`src/rtl/tinycalc_pkg.sv`:
```
package tinycalc_pkg;
    localparam int OP_W = 4;

    typedef enum logic [2:0] {
        CALC_ADD    = 3'b000,
        CALC_ADDINC = 3'b001,
        CALC_SUBDEC = 3'b010,
        CALC_SUB    = 3'b011,
        CALC_PASS   = 3'b100,
        CALC_INC    = 3'b101,
        CALC_DEC    = 3'b110,
        CALC_PASSC  = 3'b111
    } calc_fn_e;
endpackage

```
`src/rtl/tinycalc_opsel.sv`:
```
module tinycalc_opsel
    import tinycalc_pkg::*;
#(
    parameter int W = 4
) (
    input  logic [2:0]   fn,
    input  logic [W-1:0] bsel,
    output logic [W-1:0] y,
    output logic         cin
);
    always_comb begin
        y   = '0;
        cin = 1'b0;
        case (calc_fn_e'(fn))
            CALC_ADD:    begin y = bsel;   cin = 1'b0; end
            CALC_ADDINC: begin y = bsel;   cin = 1'b1; end
            CALC_SUBDEC: begin y = ~bsel;  cin = 1'b0; end
            CALC_SUB:    begin y = ~bsel;  cin = 1'b1; end
            CALC_PASS:   begin y = '0;     cin = 1'b0; end
            CALC_INC:    begin y = '0;     cin = 1'b1; end
            CALC_DEC:    begin y = '1;     cin = 1'b0; end
            CALC_PASSC:  begin y = '1;     cin = 1'b1; end
            default:     begin y = '0;     cin = 1'b0; end
        endcase
    end
endmodule

```
`src/rtl/tinycalc_adder.sv`:
```
module tinycalc_adder #(
    parameter int W = 4
) (
    input  logic [W-1:0] x,
    input  logic [W-1:0] y,
    input  logic         cin,
    output logic [W-1:0] s,
    output logic         cout,
    output logic         v
);
    logic [W:0] c;
    assign c[0] = cin;

    for (genvar i = 0; i < W; i++) begin : g_bit
        assign s[i]   = x[i] ^ y[i] ^ c[i];
        assign c[i+1] = (x[i] & y[i]) | (x[i] & c[i]) | (y[i] & c[i]);
    end

    assign cout = c[W];
    assign v    = c[W] ^ c[W-1];
endmodule

```
`src/rtl/tinycalc_memreg.sv`:
```
module tinycalc_memreg #(
    parameter int W = 4
) (
    input  logic         clk,
    input  logic         rst,
    input  logic         save,
    input  logic [W-1:0] din,
    output logic [W-1:0] dout
);
    typedef struct packed {
        logic [W-1:0] word;
        logic         save_prev;
    } mem_state_t;

    mem_state_t st_d, st_q;

    always_comb begin
        st_d           = st_q;
        st_d.save_prev = save;
        if (rst) begin
            st_d.word = '0;
        end else if (save && !st_q.save_prev) begin
            st_d.word = din;
        end
    end

    always_ff @(posedge clk) begin
        st_q <= st_d;
    end

    assign dout = st_q.word;
endmodule

```
`src/rtl/tinycalc.sv`:
```
module tinycalc
    import tinycalc_pkg::*;
#(
    parameter int W = 4
) (
    input  logic          clk,
    input  logic          rst,
    input  logic [W-1:0]  a_sw,
    input  logic [W-1:0]  b_sw,
    input  logic [OP_W-1:0] op,
    input  logic          save_btn,
    output logic [W-1:0]  result,
    output logic          carry,
    output logic          ovf,
    output logic          zero,
    output logic [W-1:0]  mem_val
);
    logic [W-1:0] bsel;
    logic [W-1:0] y;
    logic         cin;

    assign bsel = op[OP_W-1] ? mem_val : b_sw;

    tinycalc_opsel #(.W(W)) u_opsel (
        .fn   (op[2:0]),
        .bsel (bsel),
        .y    (y),
        .cin  (cin)
    );

    tinycalc_adder #(.W(W)) u_add (
        .x    (a_sw),
        .y    (y),
        .cin  (cin),
        .s    (result),
        .cout (carry),
        .v    (ovf)
    );

    assign zero = ~|result;

    tinycalc_memreg #(.W(W)) u_mem (
        .clk  (clk),
        .rst  (rst),
        .save (save_btn),
        .din  (result),
        .dout (mem_val)
    );
endmodule

```
`config.mk`:
```
export PLATFORM = sky130hd
export DESIGN_NAME = tinycalc
export DESIGN_NICKNAME = d
export VERILOG_FILES = /design/src/rtl/tinycalc_pkg.sv /design/src/rtl/tinycalc_opsel.sv /design/src/rtl/tinycalc_adder.sv /design/src/rtl/tinycalc_memreg.sv /design/src/rtl/tinycalc.sv
export SDC_FILE = /design/constraint.sdc
export NUM_CORES = 1
export LEC_CHECK = 0
export BUFFER_PORTS_ARGS = -buffer_cell sky130_fd_sc_hd__buf_2
export CAP_MARGIN = 20
export CORE_AREA = 2 2 39 41
export CTS_CLUSTER_SIZE = 25
export DETAILED_ROUTE_END_ITERATION = 7
export DIE_AREA = 0 0 41 43
export PLACE_DENSITY_LB_ADDON = 0.3
export SYNTH_ARGS = -nofsm -noshare
export SYNTH_HDL_FRONTEND = slang
export SYNTH_SLANG_ARGS = --single-unit
```
`constraint.sdc`:
```
create_clock -name clk -period 5.4 [get_ports clk]
set_clock_uncertainty 0.15 [all_clocks]
set_input_delay 1.08 -clock clk [delete_from_list [all_inputs] [get_ports clk]]
set_output_delay 1.08 -clock clk [all_outputs]
set_load 0.005 [all_outputs]
```
Word level (Yosys, flattened, before mapping)
Index checks and enable logic that the tools add are counted.
{"block": "op_classes", "muxes": 3, "eq_ne": 7, "reduce_logical": 11, "bitwise": 30}
{"op": "4-bit one-hot mux with 4 select lines", "count": 1}
{"op": "1-bit bitwise AND", "count": 12}
{"op": "3-bit == test, second input constant", "count": 4}
{"op": "4-bit OR reduction", "count": 3}
{"op": "1-bit bitwise XOR", "count": 9}
{"op": "1-bit bitwise OR", "count": 8}
{"op": "2-bit OR reduction", "count": 4}
{"op": "3-bit by 2-bit == test with 1-bit output, second input constant", "count": 2}
{"op": "4-bit two-way mux", "count": 1}
{"op": "4-bit inverter", "count": 1}
{"op": "3-bit by 1-bit == test with 1-bit output, second input constant", "count": 1}
{"op": "3-bit zero test", "count": 1}
{"op": "1-bit zero test", "count": 2}
{"op": "1-bit one-hot mux with 2 select lines", "count": 1}
{"op": "1-bit logical AND", "count": 1}
{"block": "totals", "out_inout_bits": 11, "wordCells": 53, "in_bits": 15, "ff_bits": 5}

Longest topological paths before layout
{"block": "logic_depth", "depth_word": 16, "depth_mapped": 13, "mapped_depth_nobuf": 12}

Cells and area by module
Synthesis repeated with hierarchy kept, for this count alone.
{"block": "hier_totals", "cells_unflattened": 52, "hier_area_um2": 480.5}
{"mod": "tinycalc_memreg", "n_inst": 1, "seq_area_each_um2": 100.1, "cells_each": 22, "area_per_inst_um2": 234.0}
{"mod": "tinycalc_adder", "n_inst": 1, "seq_area_each_um2": 0.0, "cells_each": 15, "area_per_inst_um2": 126.4}
{"mod": "tinycalc_opsel", "n_inst": 1, "seq_area_each_um2": 0.0, "cells_each": 10, "area_per_inst_um2": 68.8}
{"mod": "tinycalc", "n_inst": 1, "seq_area_each_um2": 0.0, "cells_each": 5, "area_per_inst_um2": 51.3}

Worst setup path after synthesis
Ideal clock, no wire load.
{"block": "synth_path", "kind": "input to output", "start": "input port op[3]", "end": "output port zero", "cell_stages": 12, "required_time_ns": 4.170, "t_arrival_ns": 3.413, "n_path_buf": 1, "slack_ns": 0.757, "cell_sequence": "buf_6 > mux2i_1 > nor2_1 > xnor2_1 > fa_1 > inv_1 > fa_1 > inv_1 > fa_1 > inv_1 > fa_1 > nor4_1"}
{"block": "synth_via", "elab_chain_len": 15, "elab_cells_between_ends": 27, "classes_between": "2 x mux; 23 x bitwise; 2 x reduce/logical"}
{"item": "from (decl)", "line": "tinycalc.sv:10", "rtl": "input logic [OP_W-1:0] op,"}
{"item": "4-bit two-way mux (*)", "line": "tinycalc.sv:22", "rtl": "assign bsel = op[OP_W-1] ? mem_val : b_sw;"}
{"item": "4-bit inverter", "line": "tinycalc_opsel.sv:17, tinycalc_opsel.sv:18"}
{"item": "4-bit one-hot mux with 4 select lines (*)", "line": "tinycalc_opsel.sv:14", "rtl": "case (calc_fn_e'(fn))"}
{"item": "1-bit bitwise AND", "line": "tinycalc_adder.sv:16", "rtl": "assign c[i+1] = (x[i] & y[i]) | (x[i] & c[i]) | (y[i] & c[i]);"}
{"item": "1-bit bitwise OR (2 in series)", "line": "tinycalc_adder.sv:16"}
{"item": "1-bit bitwise AND", "line": "tinycalc_adder.sv:16"}
{"item": "1-bit bitwise OR (2 in series)", "line": "tinycalc_adder.sv:16"}
{"item": "1-bit bitwise AND", "line": "tinycalc_adder.sv:16"}
{"item": "1-bit bitwise OR (2 in series)", "line": "tinycalc_adder.sv:16"}
{"item": "1-bit bitwise XOR (*)", "line": "tinycalc_adder.sv:15", "rtl": "assign s[i] = x[i] ^ y[i] ^ c[i];"}
{"item": "net result[3]", "line": "tinycalc.sv:12", "rtl": "output logic [W-1:0] result,"}
{"item": "4-bit OR reduction (*)", "line": "tinycalc.sv:40", "rtl": "assign zero = ~|result;"}
{"item": "1-bit zero test (*)", "line": "tinycalc.sv:40"}
{"item": "to (decl)", "line": "tinycalc.sv:15", "rtl": "output logic zero,"}
The timed path passes the listed nets; every way through them passes the cells marked *.

Final worst setup path
{"block": "layout_path", "start": "input port op[3]", "end": "output port zero"}
{"block": "layout_via", "elab_chain_len": 15, "elab_cells_between_ends": 27, "classes_between": "2 x mux; 23 x bitwise; 2 x reduce/logical"}
{"item": "4-bit two-way mux (*)", "line": "tinycalc.sv:22"}
{"item": "4-bit inverter", "line": "tinycalc_opsel.sv:17, tinycalc_opsel.sv:18"}
{"item": "4-bit one-hot mux with 4 select lines (*)", "line": "tinycalc_opsel.sv:14"}
{"item": "1-bit bitwise AND", "line": "tinycalc_adder.sv:16"}
{"item": "1-bit bitwise OR (2 in series)", "line": "tinycalc_adder.sv:16"}
{"item": "1-bit bitwise AND", "line": "tinycalc_adder.sv:16"}
{"item": "1-bit bitwise OR (2 in series)", "line": "tinycalc_adder.sv:16"}
{"item": "1-bit bitwise AND", "line": "tinycalc_adder.sv:16"}
{"item": "1-bit bitwise OR (2 in series)", "line": "tinycalc_adder.sv:16"}
{"item": "1-bit bitwise XOR", "line": "tinycalc_adder.sv:15"}
{"item": "4-bit OR reduction (*)", "line": "tinycalc.sv:40"}
{"item": "1-bit zero test (*)", "line": "tinycalc.sv:40"}
Mark *: on every way between the ends. The rest lies on a longest branch, timed or not.

==> flow_metrics.env <==
export IMPL_routabilityCongestion=0.713
export IMPL_port_buffers=25
export IMPL_start_util_pct=31.2
export IMPL_power_frac_comb_pct=40.1
export IMPL_power_density_nw_per_um2=260
export IMPL_grt_first_pass_wirelength_mm=1.30
export IMPL_ys_warn_count=0
export IMPL_syn_inst=46
export IMPL_p_leak_nw=0.300
export IMPL_coreArea_um2=1380
export IMPL_grt_max_degree=7
export IMPL_tightest_slew_ps=303
export IMPL_dr_pass1_iters=4
export IMPL_postCtsSetupRepairBufs=0
export IMPL_setup_ws_ps=552
export IMPL_worstSetupEndpoint="zero"
export IMPL_start_kind="primary input"
export IMPL_startpoint="op[3]"
export IMPL_final_cells=85
export IMPL_die_w_um=41
export IMPL_max_vdd_ir_drop_v=0.0000776
export IMPL_critPathArrivalTime_ps=3620
export IMPL_clk_pin_slew_ps=40
export IMPL_setup_tns_ps=0
export IMPL_grt_use_total_pct=10.9
export IMPL_status="completed"
export IMPL_avgSynthCellArea_um2=9.38
export IMPL_seqPwrFrac_pct=29.7
export IMPL_die_h_um=43
export IMPL_routedWlPerCell_um=9.45
export IMPL_vias=337
export IMPL_crit_type="primary input to primary output"
export IMPL_dp_hpwl_um=709
export IMPL_grt_pass1_vias=340
export IMPL_place_inst=81
export IMPL_ant_nets=0
export IMPL_fin_crit_sh_pct=89.8
export IMPL_synth_seq_area_share_pct=23.2
export IMPL_timing_rr_start="u_mem.dout[0]"
export IMPL_power_switching_mw=0.0455
export IMPL_ctsHoldBuffers=0
export IMPL_switching_share_pct=31.8
export IMPL_cap_violations=0
export IMPL_p_int_mw=0.0977
export IMPL_worstHoldPathType="register to register"
export IMPL_rsz0062_at_grt="false"
export IMPL_path_max_fanout=4
export IMPL_slew_viol_final=0
export IMPL_synth_seq_cells=5
export IMPL_initialDrtViolationCount=1
export IMPL_drive_gt1_share_pct=44.9
export IMPL_area_growth_pct=27.5
export IMPL_num_nets_final=89
export IMPL_cts_resized=0
export IMPL_setup_violations=0
export IMPL_vias_per_cell=3.96
export IMPL_cts_path_max_buffers=2
export IMPL_endpoint_kind="primary output"
export IMPL_dp_worst_setup_slack_ps=539
export IMPL_cts_root_buffer="clkbuf_4"
export IMPL_diodes=0
export IMPL_fin_crit_ps=4850
export IMPL_wirelength_um=803
export IMPL_drc=0
export IMPL_synthesis_area_um2=432
export IMPL_dieArea_um2=1760
export IMPL_cts_tree="yes"
export IMPL_critPathRequiredTime_ps=4170
export IMPL_numClockSinks=5
export IMPL_syn_num_nets=65
export IMPL_insertion_delay_ps=240
export IMPL_h_tree_depth=1
export IMPL_r2r_end="u_mem.dout[3]"
export IMPL_r2r_cells=12
export IMPL_overflow=0
export IMPL_synth_distinct_cells=13
export IMPL_power_frac_clock_pct=30.2
export IMPL_ios=26
export IMPL_max_slew_margin_pct=79.7
export IMPL_cts_made_buffers=3
export IMPL_report_final_hold_viol_count=0
export IMPL_antenna_found_initial=0
export IMPL_timing_fmax_mhz=206
export IMPL_rows=14
export IMPL_r2r_setup_slack_ps=2700
## synthesized netlist by cell type
cell | count | share of area (%)
inv_1 | 8 | 7.0
mux2i_1 | 6 | 14
nor2_1 | 6 | 5.2
dfxtp_1 | 5 | 23
buf_4 | 4 | 7.0
fa_1 | 4 | 19
xnor2_1 | 3 | 6.1
a211oi_1 | 2 | 3.5
buf_6 | 2 | 5.2
nor2_2 | 2 | 2.9
xor2_1 | 2 | 4.1
nor2b_2 | 1 | 2.0
nor4_1 | 1 | 1.5
## flip-flops by register name, summed over array words and instances (netlist names)
name        count
u_mem.dout      4
u_mem.st_q      1
## cells by family after synthesis
logic type,count (synthesis),share of synthesized area (%)
DFF,5,23.2
AOI/OAI and AO/OA,2,3.48
adders and majority gates,4,18.6
and+or+nand+nor,10,11.6
buffers and inverters,14,19.1
xor gates and xnor gates,5,10.1
muxes,6,13.9
## final cells by class
class / instances / area [µm²]
inverter: 8 / 30.0
multi-input combinational: 27 / 249
fill: 146 / 833
clock buffer: 4 / 26.3
tap: 16 / 20.0
timing repair buffer: 25 / 125
sequential: 5 / 100
## metal layers
metal  up-vias  wire length, µm  GRT usage [%]
met5         -                0              0
met4         0                0           8.00
met3         0               48              0
li1        184                -              -
met1       143              330           12.7
met2        10              424           17.8
## worst max-delay path, stage by stage
cell	delay, ps
buf_2	150
mux2i_1	200
nor2_1	70
xnor2_1	140
fa_1	390
inv_1	70
fa_1	150
inv_1	50
fa_1	390
inv_1	90
fa_1	440
nor4_1	260
buf_2	150
## metrics by stage
step | hold WS, ps | utilization (%) | instance area [µm²] | power, mW
5_1_grt | 400 | 39.8 | 551 | 0.156
3_5_place_dp | 367 | 37.9 | 524 | 0.102
4_1_cts | 373 | 39.8 | 551 | 0.147
6_report | 368 | 39.8 | 551 | 0.143
2_1_floorplan | 334 | - | 432 | 0.0815
3_3_place_gp | 361 | 37.9 | 524 | 0.102
## layout by cell type, fill, tap and decap left out
master and n:
buf_2 25, inv_1 8, mux2i_1 6, nor2_1 6, dfxtp_1 5, fa_1 4
xnor2_1 3, clkbuf_4 3, xor2_1 2, nor2_2 2, a211oi_1 2, nor4_1 1
nor2b_2 1, clkbuf_1 1
## power by group through the flow
stage               registers [mW]  clock network, mW  logic (mW)
CTS                         0.0427             0.0446      0.0592
global placement            0.0434                  0      0.0589
detailed placement          0.0434                  0      0.0589
finish                      0.0426             0.0432      0.0574
global route                0.0429             0.0474      0.0659
floorplan                   0.0427                  0      0.0388
## how the worst min path moves through the flow
stage	cells after the start	from	slack, ps	end
finish	2	u_mem.dout[1]	370	u_mem.dout[1]
global route	2	u_mem.dout[2]	400	u_mem.dout[2]
CTS	2	u_mem.dout[1]	370	u_mem.dout[1]
detailed placement	2	u_mem.dout[2]	370	u_mem.dout[2]
global placement	2	u_mem.dout[2]	360	u_mem.dout[2]
floorplan	2	u_mem.dout[1]	330	u_mem.dout[1]
(Power assumes the default switching activity.)
